**config.mk**
```make
export PLATFORM = sky130hd
export DESIGN_NAME = fp4_dequant
export DESIGN_NICKNAME = d
export VERILOG_FILES = /design/src/rtl/fp4dq_pkg.sv /design/src/rtl/fp4dq_decode.sv /design/src/rtl/fp4dq_scale.sv /design/src/rtl/fp4dq_pack.sv /design/src/rtl/fp4_dequant.sv
export SDC_FILE = /design/constraint.sdc
export NUM_CORES = 1
export LEC_CHECK = 0
export BUFFER_PORTS_ARGS = -buffer_cell sky130_fd_sc_hd__buf_2
export CAP_MARGIN = 10
export CELL_PAD_IN_SITES_DETAIL_PLACEMENT = 1
export CELL_PAD_IN_SITES_GLOBAL_PLACEMENT = 1
export CORE_ASPECT_RATIO = 1.75
export CORE_MARGIN = 2
export CORE_UTILIZATION = 31
export DETAILED_ROUTE_END_ITERATION = 7
export PLACE_DENSITY_LB_ADDON = 0.15
export REMOVE_ABC_BUFFERS = 1
export SLEW_MARGIN = 15
export SYNTH_ARGS = -nofsm -noshare
export SYNTH_HDL_FRONTEND = slang
export SYNTH_SLANG_ARGS = --single-unit
```
**constraint.sdc**
```tcl
create_clock -name clk -period 5.55 [get_ports clk]
set_input_delay 0.8325 -clock clk [delete_from_list [all_inputs] [get_ports clk]]
set_output_delay 0.8325 -clock clk [all_outputs]
set_load 0.05 [all_outputs]
```
**src/rtl/fp4dq_pkg.sv**
```systemverilog
package fp4dq_pkg;

  // Output classes, chosen in priority order by pick_kind.
  typedef enum logic [2:0] {
    K_NORM,
    K_SUB,
    K_FLUSH,
    K_INF,
    K_ZERO,
    K_NAN
  } kind_t;

  // Unpacked view of one 4-bit code.
  typedef struct packed {
    logic              sign;
    logic              mag_zero;
    logic              is_sub;
    logic signed [2:0] uexp;
    logic              man;
  } e2m1_t;

  function automatic e2m1_t decode_e2m1(input logic [3:0] c);
    e2m1_t d;
    d.sign     = c[3];
    d.mag_zero = (c[2:0] == 3'b000);
    // Only the exponent field and mantissa bit decide this; the sign bit is ignored.
    d.is_sub   = (c[2:1] == 2'b00) && c[0];
    d.uexp     = $signed({1'b0, c[2:1]}) - 3'sd1;
    d.man      = c[0];
    if (d.is_sub) begin
      d.uexp = -3'sd1;
      d.man  = 1'b0;
    end
    return d;
  endfunction

  function automatic kind_t pick_kind(input logic nan, input logic zero,
                                      input logic over, input logic flush,
                                      input logic sub);
    kind_t k;
    if (nan)        k = K_NAN;
    else if (zero)  k = K_ZERO;
    else if (over)  k = K_INF;
    else if (flush) k = K_FLUSH;
    else if (sub)   k = K_SUB;
    else            k = K_NORM;
    return k;
  endfunction

endpackage

```
**src/rtl/fp4dq_decode.sv**
```systemverilog
module fp4dq_decode
  import fp4dq_pkg::*;
(
  input  logic [3:0]        code,
  output logic              sign,
  output logic              mag_zero,
  output logic              is_sub,
  output logic signed [2:0] uexp,
  output logic              man
);

  e2m1_t d;

  always_comb begin
    d = decode_e2m1(code);
  end

  assign sign     = d.sign;
  assign mag_zero = d.mag_zero;
  assign is_sub   = d.is_sub;
  assign uexp     = d.uexp;
  assign man      = d.man;

endmodule

```
**src/rtl/fp4dq_scale.sv**
```systemverilog
module fp4dq_scale #(
  parameter int SCALE_W = 8,
  parameter int EXP_W   = 8,
  parameter int FRAC_W  = 23,
  parameter int ZW      = 11
) (
  input  logic signed [2:0]    uexp,
  input  logic [SCALE_W-1:0]   scale,
  output logic signed [ZW-1:0] sexp,
  output logic                 nan_scale,
  output logic                 over,
  output logic                 under,
  output logic                 flush
);

  localparam int SCALE_BIAS = (1 << (SCALE_W - 1)) - 1;
  localparam int BIAS       = (1 << (EXP_W - 1)) - 1;
  localparam logic signed [ZW-1:0] SB      = ZW'(SCALE_BIAS);
  localparam logic signed [ZW-1:0] MAX_E   = ZW'(BIAS);
  localparam logic signed [ZW-1:0] MIN_E   = ZW'(1 - BIAS);
  localparam logic signed [ZW-1:0] FLUSH_E = ZW'(1 - BIAS - FRAC_W);

  logic signed [ZW-1:0] ue_x;
  logic signed [ZW-1:0] sc_x;

  assign ue_x = ZW'(uexp);
  assign sc_x = $signed(ZW'(scale));
  assign sexp = ue_x + sc_x - SB;

  assign nan_scale = &scale;
  assign over      = sexp > MAX_E;
  assign under     = sexp < MIN_E;
  assign flush     = sexp < FLUSH_E;

endmodule

```
**src/rtl/fp4dq_pack.sv**
```systemverilog
module fp4dq_pack
  import fp4dq_pkg::*;
#(
  parameter int EXP_W  = 8,
  parameter int FRAC_W = 23,
  parameter int ZW     = 11
) (
  input  kind_t                     kind,
  input  logic                      sign,
  input  logic                      man,
  input  logic                      raw_man,
  input  logic signed [ZW-1:0]      sexp,
  output logic [EXP_W+FRAC_W:0]     value
);

  localparam int BIAS = (1 << (EXP_W - 1)) - 1;
  localparam int XW   = 2 * FRAC_W + 3;
  localparam logic signed [ZW-1:0] MIN_E = ZW'(1 - BIAS);
  localparam logic signed [ZW-1:0] ZB    = ZW'(BIAS);

  logic [FRAC_W:0]   sig;
  logic [ZW-1:0]     shamt;
  logic [XW-2:0]     wide_lo;
  logic [FRAC_W-1:0] field;
  logic              guard;
  logic              sticky;
  logic              rnd_up;
  logic [FRAC_W:0]   rnd;
  logic [EXP_W-1:0]  biased;

  // Significand 1.m placed with the hidden bit on top.
  assign sig     = {1'b1, man, {(FRAC_W - 1){1'b0}}};
  assign shamt   = $unsigned(MIN_E - sexp);
  assign wide_lo = (XW - 1)'({sig, {(FRAC_W + 2){1'b0}}} >> shamt);
  assign field   = wide_lo[XW-2 -: FRAC_W];
  assign guard   = wide_lo[XW-2-FRAC_W];
  assign sticky  = |wide_lo[XW-3-FRAC_W:0];
  assign rnd_up  = guard & (sticky | field[0]);
  // A carry out of the fraction lands in the exponent LSB.
  assign rnd     = {1'b0, field} + (FRAC_W + 1)'(rnd_up);
  assign biased  = EXP_W'(sexp + ZB);

  always_comb begin
    unique case (kind)
      K_NAN:   value = {sign, {EXP_W{1'b1}}, 1'b1 | raw_man, {(FRAC_W - 1){1'b0}}};
      K_INF:   value = {sign, {EXP_W{1'b1}}, {FRAC_W{1'b0}}};
      K_SUB:   value = {sign, {(EXP_W - 1){1'b0}}, rnd};
      K_NORM:  value = {sign, biased, man, {(FRAC_W - 1){1'b0}}};
      default: value = {sign, {(EXP_W + FRAC_W){1'b0}}};
    endcase
  end

endmodule

```
**src/rtl/fp4_dequant.sv**
```systemverilog
module fp4_dequant
  import fp4dq_pkg::*;
#(
  parameter int SCALE_W = 8,
  parameter int EXP_W   = 8,
  parameter int FRAC_W  = 23
) (
  input  logic                   clk,
  input  logic                   rst,
  input  logic                   in_valid,
  input  logic [3:0]             in_code,
  input  logic [SCALE_W-1:0]     in_scale,
  output logic                   out_valid,
  output logic [EXP_W+FRAC_W:0]  out_value
);

  localparam int OUT_W = 1 + EXP_W + FRAC_W;
  localparam int ZW    = ((SCALE_W > EXP_W) ? SCALE_W : EXP_W) + 3;

  logic              d_sign;
  logic              d_mag_zero;
  logic              d_is_sub;
  logic signed [2:0] d_uexp;
  logic              d_man;

  logic signed [ZW-1:0] sexp;
  logic ev_nan;
  logic ev_zero;
  logic ev_over;
  logic ev_under;
  logic ev_flush;
  logic ev_sub;
  kind_t kind;
  logic [OUT_W-1:0] value_c;

  fp4dq_decode u_dec (
    .code     (in_code),
    .sign     (d_sign),
    .mag_zero (d_mag_zero),
    .is_sub   (d_is_sub),
    .uexp     (d_uexp),
    .man      (d_man)
  );

  fp4dq_scale #(
    .SCALE_W (SCALE_W),
    .EXP_W   (EXP_W),
    .FRAC_W  (FRAC_W),
    .ZW      (ZW)
  ) u_scl (
    .uexp      (d_uexp),
    .scale     (in_scale),
    .sexp      (sexp),
    .nan_scale (ev_nan),
    .over      (ev_over),
    .under     (ev_under),
    .flush     (ev_flush)
  );

  assign ev_zero = d_mag_zero;
  assign kind    = pick_kind(ev_nan, ev_zero, ev_over, ev_flush, ev_under);
  assign ev_sub  = (kind == K_SUB);

  fp4dq_pack #(
    .EXP_W  (EXP_W),
    .FRAC_W (FRAC_W),
    .ZW     (ZW)
  ) u_pack (
    .kind    (kind),
    .sign    (d_sign),
    .man     (d_man),
    .raw_man (in_code[0]),
    .sexp    (sexp),
    .value   (value_c)
  );

  always_ff @(posedge clk) begin
    if (rst) begin
      out_valid <= 1'b0;
      out_value <= '0;
    end else begin
      out_valid <= in_valid;
      if (in_valid) out_value <= value_c;
    end
  end

  AST_SIGN_KEPT: assert property (@(posedge clk) disable iff (rst)
    in_valid |=> out_value[OUT_W-1] == $past(in_code[3]));
  AST_NAN_SCALE: assert property (@(posedge clk) disable iff (rst)
    (in_valid && ev_nan) |=> (&out_value[OUT_W-2 -: EXP_W+1]));
  AST_ZERO_MAG: assert property (@(posedge clk) disable iff (rst)
    (in_valid && ev_zero && !ev_nan) |=> (out_value[OUT_W-2:0] == '0));
  AST_OVERFLOW_INF: assert property (@(posedge clk) disable iff (rst)
    (in_valid && ev_over && !ev_nan && !ev_zero)
      |=> (out_value[OUT_W-2:0] == {{EXP_W{1'b1}}, {FRAC_W{1'b0}}}));
  AST_SUB_EXP: assert property (@(posedge clk) disable iff (rst)
    (in_valid && ev_sub) |=> (out_value[OUT_W-2 -: EXP_W] <= EXP_W'(1)));
  AST_VALID_RISE: assert property (@(posedge clk) disable iff (rst)
    in_valid |=> out_valid);
  AST_VALID_FALL: assert property (@(posedge clk) disable iff (rst)
    !in_valid |=> !out_valid);
  AST_HOLD: assert property (@(posedge clk) disable iff (rst)
    !in_valid |=> $stable(out_value));

endmodule

```
; Word-level counts from Yosys, hierarchy flattened
; Cells that the tools add are included.
[op_classes]
n_mul = 0
eq_ne = 3
div = 0
add_sub_neg = 6
order_cmp = 3
n_mux = 7
shifts = 1
reduce_logical = 6
bitwise_logic = 2
[ops]
columns = operator, n
row1 = 31-bit case mux with 4 select lines, 1
row2 = 49-bit by 11-bit >> shifter with 48-bit output, 1
row3 = 23-bit by 1-bit adder with 24-bit output, 1
row4 = 24-bit OR reduction, 1
row5 = 11-bit by 8-bit > comparator with 1-bit output (second input constant), 1
row6 = 11-bit by 8-bit < comparator with 1-bit output (second input constant), 1
row7 = 11-bit by 9-bit < comparator with 1-bit output (second input constant), 1
row8 = 10-bit by 8-bit subtractor with 11-bit output (second input constant), 1
row9 = 8-bit by 11-bit subtractor with 11-bit output (first input constant), 1
row10 = 3-bit by 9-bit adder with 10-bit output, 1
row11 = 8-bit adder (second input constant), 1
row12 = 8-bit AND reduction, 1
row13 = 3-bit logical NOT, 2
row14 = 3-bit 2-to-1 mux, 2
row15 = 2-bit 2-to-1 mux, 2
row16 = 4-bit 2-to-1 mux, 1
row17 = 3-bit by 1-bit equality test with 1-bit output (second input constant), 1
row18 = 3-bit by 2-bit equality test with 1-bit output (second input constant), 1
row19 = 3-bit equality test (second input constant), 1
row20 = 2-bit by 1-bit subtractor with 3-bit output (second input constant), 1
row21 = 2-bit logical NOT, 1
row22 = 1-bit bitwise AND, 1
row23 = 1-bit logical AND, 1
row24 = 1-bit 2-to-1 mux, 1
row25 = 1-bit OR, 1
[word_totals]
latch_bits = 0
mem_count = 0
rom_bits = 0
ram_bits = 0
reg_bits = 33
in_bits = 15
word_cells = 30
out_inout_bits = 33

; Logic depth before layout (Yosys ltp)
[depth]
word_depth = 13
depth_mapped = 19

; Modules after synthesis
; A second synthesis with hierarchy kept.
[unflattened]
hier_cells = 377
hier_area_um2 = 3094.2
[by_module_without_submodules]
columns = module, n_inst, area_per_inst_um2, cells_per_inst
row1 = fp4_dequant, 1, 1232.4, 112
row2 = fp4dq_scale, 1, 889.6, 117
row3 = fp4dq_pack, 1, 887.1, 137
row4 = fp4dq_decode, 1, 85.1, 11

; Worst setup path after synthesis
; Ideal clock, no wire load.
[synth_timing]
kind = input to register
startpoint = input port in_code[1]
endpoint = register out_value[2]
slack_ns = 0.910
required_ns = 5.433
arrival_time_ns = 4.523
path_stages = 19
cell_sequence = inv_1 ha_1 a21oi_1 ha_1 inv_1 ha_1 fa_1 a211oi_1 o21ba_2 or2_1 buf_2 nand4_1 o41a_1 nor2_1 nand2_1 nor4_1 ha_1 xor2_1 a32o_1
[synth_via]
elab_chain_len = 13
[synth_lines]
columns = item, line_no
row1 = from (decl), fp4_dequant.sv:11  ; input logic [3:0] in_code,
row2 = "parallel branches: the longest is 12 deep, another holds 23-bit by 1-bit adder with 24-bit output", --
row3 = 31-bit case mux with 4 select lines (*), fp4dq_pack.sv:44  ; unique case (kind)
row4 = to (signal assigned), fp4_dequant.sv:83  ; if (in_valid) out_value <= value_c;
row5 = to (decl), fp4_dequant.sv:14  ; output logic [EXP_W+FRAC_W:0] out_value
; Every way passes the cells marked *.
; A chain may end at the register's enable or synchronous reset.

; Final worst setup path
; Ends and elaborated chain as after synthesis.

==> results.toml <==
[worst_setup_path]
crit_chain = "buf_2, inv_1, ha_1, a21oi_1, ha_1, inv_1, ha_1, fa_1, a211oi_1, o21ba_2, or2_1, nand4_1, o41a_1, nor2_1, nand2_1, nor4_1, ha_1, xor2_1, a32o_1"
worstSetupPathType = "input port to flop"
reg2reg_slack_ns = 4.88
worstRegToRegCells = 2
path_max_fanout = 8
startpoint = "in_code[1]"
endpoint = "out_value[2]"
r2r_end = "out_value[22]"
worstSetupEndpointType = "flop"
cp-start-kind = "input port"
critical_path_required_ns = 5.72
path_common_cell = "ha_1"
max_stage_delay_ns = 0.49
crit_slowest_cell = "fa_1"
r2r-start = "out_value[22]"
cp_data_arrival_time_ns = 5.14

[cells_and_area]
n_fill_cell = 1007
utilization_pct = 37.6
multiInputGateArea_um2 = 1750
fin_area_um2 = 2990
final-seq-area_um2 = 661
final_nets = 394
drive_gt1_share_pct = 22.6
antenna_cells = 0
area_growth_pct = 17.0

[die]
core_area_um2 = 7960
die_x_um = 72.6
pin_count = 48
design.die.area_um2 = 9020
start_util_pct = 32.1
row_count = 43
fp.dieH_um = 124

[place]
hpwl_um = 6460
dp_slack_ns = 0.310
place_congestion = 0.898
port_buffers = 47
dpl_cell_area_um2 = 2850

[run]
maxCapViolCount = 0

[timing]
timing.final.setup_violations = 0
tns_ns = 0
period_minus_slack_ns = 4.97
min_period_over_period_pct = 89.5
slew_viol_final = 0
tightest_slew_ns = 0.592
clock.fmax_ghz = 0.201
layout_setup_ws_ns = 0.581
slew_headroom_pct = 60.3
hold_viol_final = 0
rsz0062_at_grt = "false"
clock_skew_ns = 0

[drt]
wire_per_inst_um = 17.5
drtIter0Drc = 104
via_per_inst = 5.50
drc = 0
firstDrtPassIters = 4
drtAntennaViolNets = 0
totalWireLength_um = 7840
vias = 2464

[synth]
yosys_register_bits = 33
synth_compound_area_share_pct = 23.6
ys_seq_area_share_pct = 25.8
syn_area_per_cell_um2 = 8.19
syn_inst = 312
synthSimpleGateAreaFrac_pct = 25.3
synth-xor-area-share_pct = 6.41
synth_edf_count = 0
synth.area.mux_share_pct = 1.17
netlist_area_um2 = 2560
async_reset_ff_share_pct = 0
ys.flop_type = "dfxtp_1"
synth.distinct_cells = 64
synth_top_family_by_area = "simple AND/OR/NAND/NOR gates"
synthAdderAreaFrac_pct = 11.7
yosys_warnings = 0

[clock_network]
clkTransAtPathRegs_ns = 0.06
root_buffer = "clkbuf_16"
ctsHoldBuffers = 0
worstSkewPairLatency_ns = 0.28
cts_sinks = 33
cts_tree = "built"
h-tree-depth = 2
cts_max_path_buffers = 2
post_cts_resized = 0
cts_setup_buffers = 0
cts_made_buffers = 5

[power_and_ir_drop]
power.leakage_nw = 1.26
ir_worst_vdd_mv = 0.117
power_density_nw_per_um2 = 331

[global_route]
grt_max_degree = 20
grt_pass1_vias = 2560
overflow = 0
antenna_found_initial = 0
globalRouteTotalUtil_pct = 18.0
grt_pass1_wl_um = 12700

[worst_hold_path]
hold_path_class = "flop to flop"

[run_status]
status = "finished, final reports clean"
==> power breakdown <==
part	internal, mW	leakage (nW)	switching, mW
clock	0.164	0.0696	0.102
combinational	0.155	0.926	0.317
sequential	0.246	0.268	0.00451
==> synthesized netlist by cell type (5+ instances only) <==
library cell | count | area (um2)
nand2_1 | 38 | 143
dfxtp_1 | 33 | 661
nand4_1 | 6 | 37.5
o31ai_1 | 8 | 60.1
o21ai_0 | 9 | 45.0
a21oi_1 | 12 | 60.1
inv_1 | 13 | 48.8
clkbuf_1 | 6 | 22.5
a211oi_1 | 8 | 60.1
nand2b_1 | 5 | 31.3
xnor2_1 | 11 | 96.3
nor2_1 | 25 | 93.8
nor3_1 | 6 | 30.0
ha_1 | 20 | 250
nand3_1 | 18 | 90.1
o21ai_1 | 14 | 70.1
==> worst max-delay path, delay by kind of cell <==
kind | cells | cell delay, ns
buffers and inverters | 3 | 0.16
adders and majority gates | 5 | 1.41
xor gates and xnor gates | 1 | 0.07
and+or+nand+nor | 5 | 1.26
AOI/OAI and AO/OA | 5 | 1.39
==> worst min-delay path by stage <==
stage,start,endpoint,slack [ns],depth (start not counted)
final,out_value[9],out_value[9],0.44,2
after global routing,out_value[20],out_value[20],0.47,2
after CTS,out_value[9],out_value[9],0.45,2
after detailed placement,out_value[9],out_value[9],0.44,2
after global placement,out_value[17],out_value[17],0.43,2
after floorplan,out_value[17],out_value[17],0.67,2
==> cells by family after synthesis <==
group,after synthesis
AND/OR/NAND/NOR,124
buffers and inverters,28
multiplexers,3
flip-flops,33
adder cells (fa/ha/maj),23
XOR/XNOR,17
AO/OA/AOI/OAI,84
==> state kept, by name (all words and copies together), names as in the netlist <==
signal     cells
out_valid      1
out_value     32
==> cells in the final DEF (no fill, tap or decap), types with 3 or more instances in the layout <==
master,Yosys,routed
o211ai_1,3,3
o21a_1,3,3
nor2_1,25,25
buf_2,3,47
a211oi_2,3,3
a32o_1,4,4
nand2b_1,5,5
nand4_1,6,6
a211oi_1,8,8
clkbuf_16,0,5
nor3_1,6,6
inv_1,13,13
ha_1,20,20
o31ai_1,8,8
a31oi_1,3,3
buf_4,1,6
xor2_1,4,4
o21ai_0,9,9
nand2_1,38,38
or3_1,3,3
o21ai_1,14,14
a21oi_1,12,12
dfxtp_1,33,33
nor4_1,3,3
nand3_1,18,18
xnor2_1,11,11
mux2i_1,3,3
nor2b_1,3,3
==> layer usage <==
metal | vias up | share of wire, % | track usage, % | routed length (um)
met1 | 1185 | 39 | 18.8 | 3030
met2 | 42 | 57 | 35.6 | 4450
li1 | 1223 | - | - | -
met5 | - | 0 | 0 | 0
met4 | 0 | 2.8 | 7.29 | 218
met3 | 14 | 1.9 | 1.54 | 151
==> per-stage QoR <==
| stage | hold slack [ns] | std cells | power (mW) |
|---|---|---|---|
| after floorplan | 0.668 | 297 | 0.585 |
| after global placement | 0.434 | 440 | 0.727 |
| after detailed placement | 0.439 | 440 | 0.730 |
| after CTS | 0.446 | 448 | 0.999 |
| after global routing | 0.474 | 448 | 1.05 |
| final | 0.439 | 448 | 0.988 |
==> layout make-up <==
type | instances | area share [%]
clock buffer | 5 | 4.18
clock inverter | 3 | 0.586
inverter | 13 | 1.63
multi-input combinational | 251 | 58.4
sequential | 33 | 22.1
tap | 90 | 3.77
timing repair buffer | 53 | 9.37
Note: power is estimated with default switching activity, not from simulation.
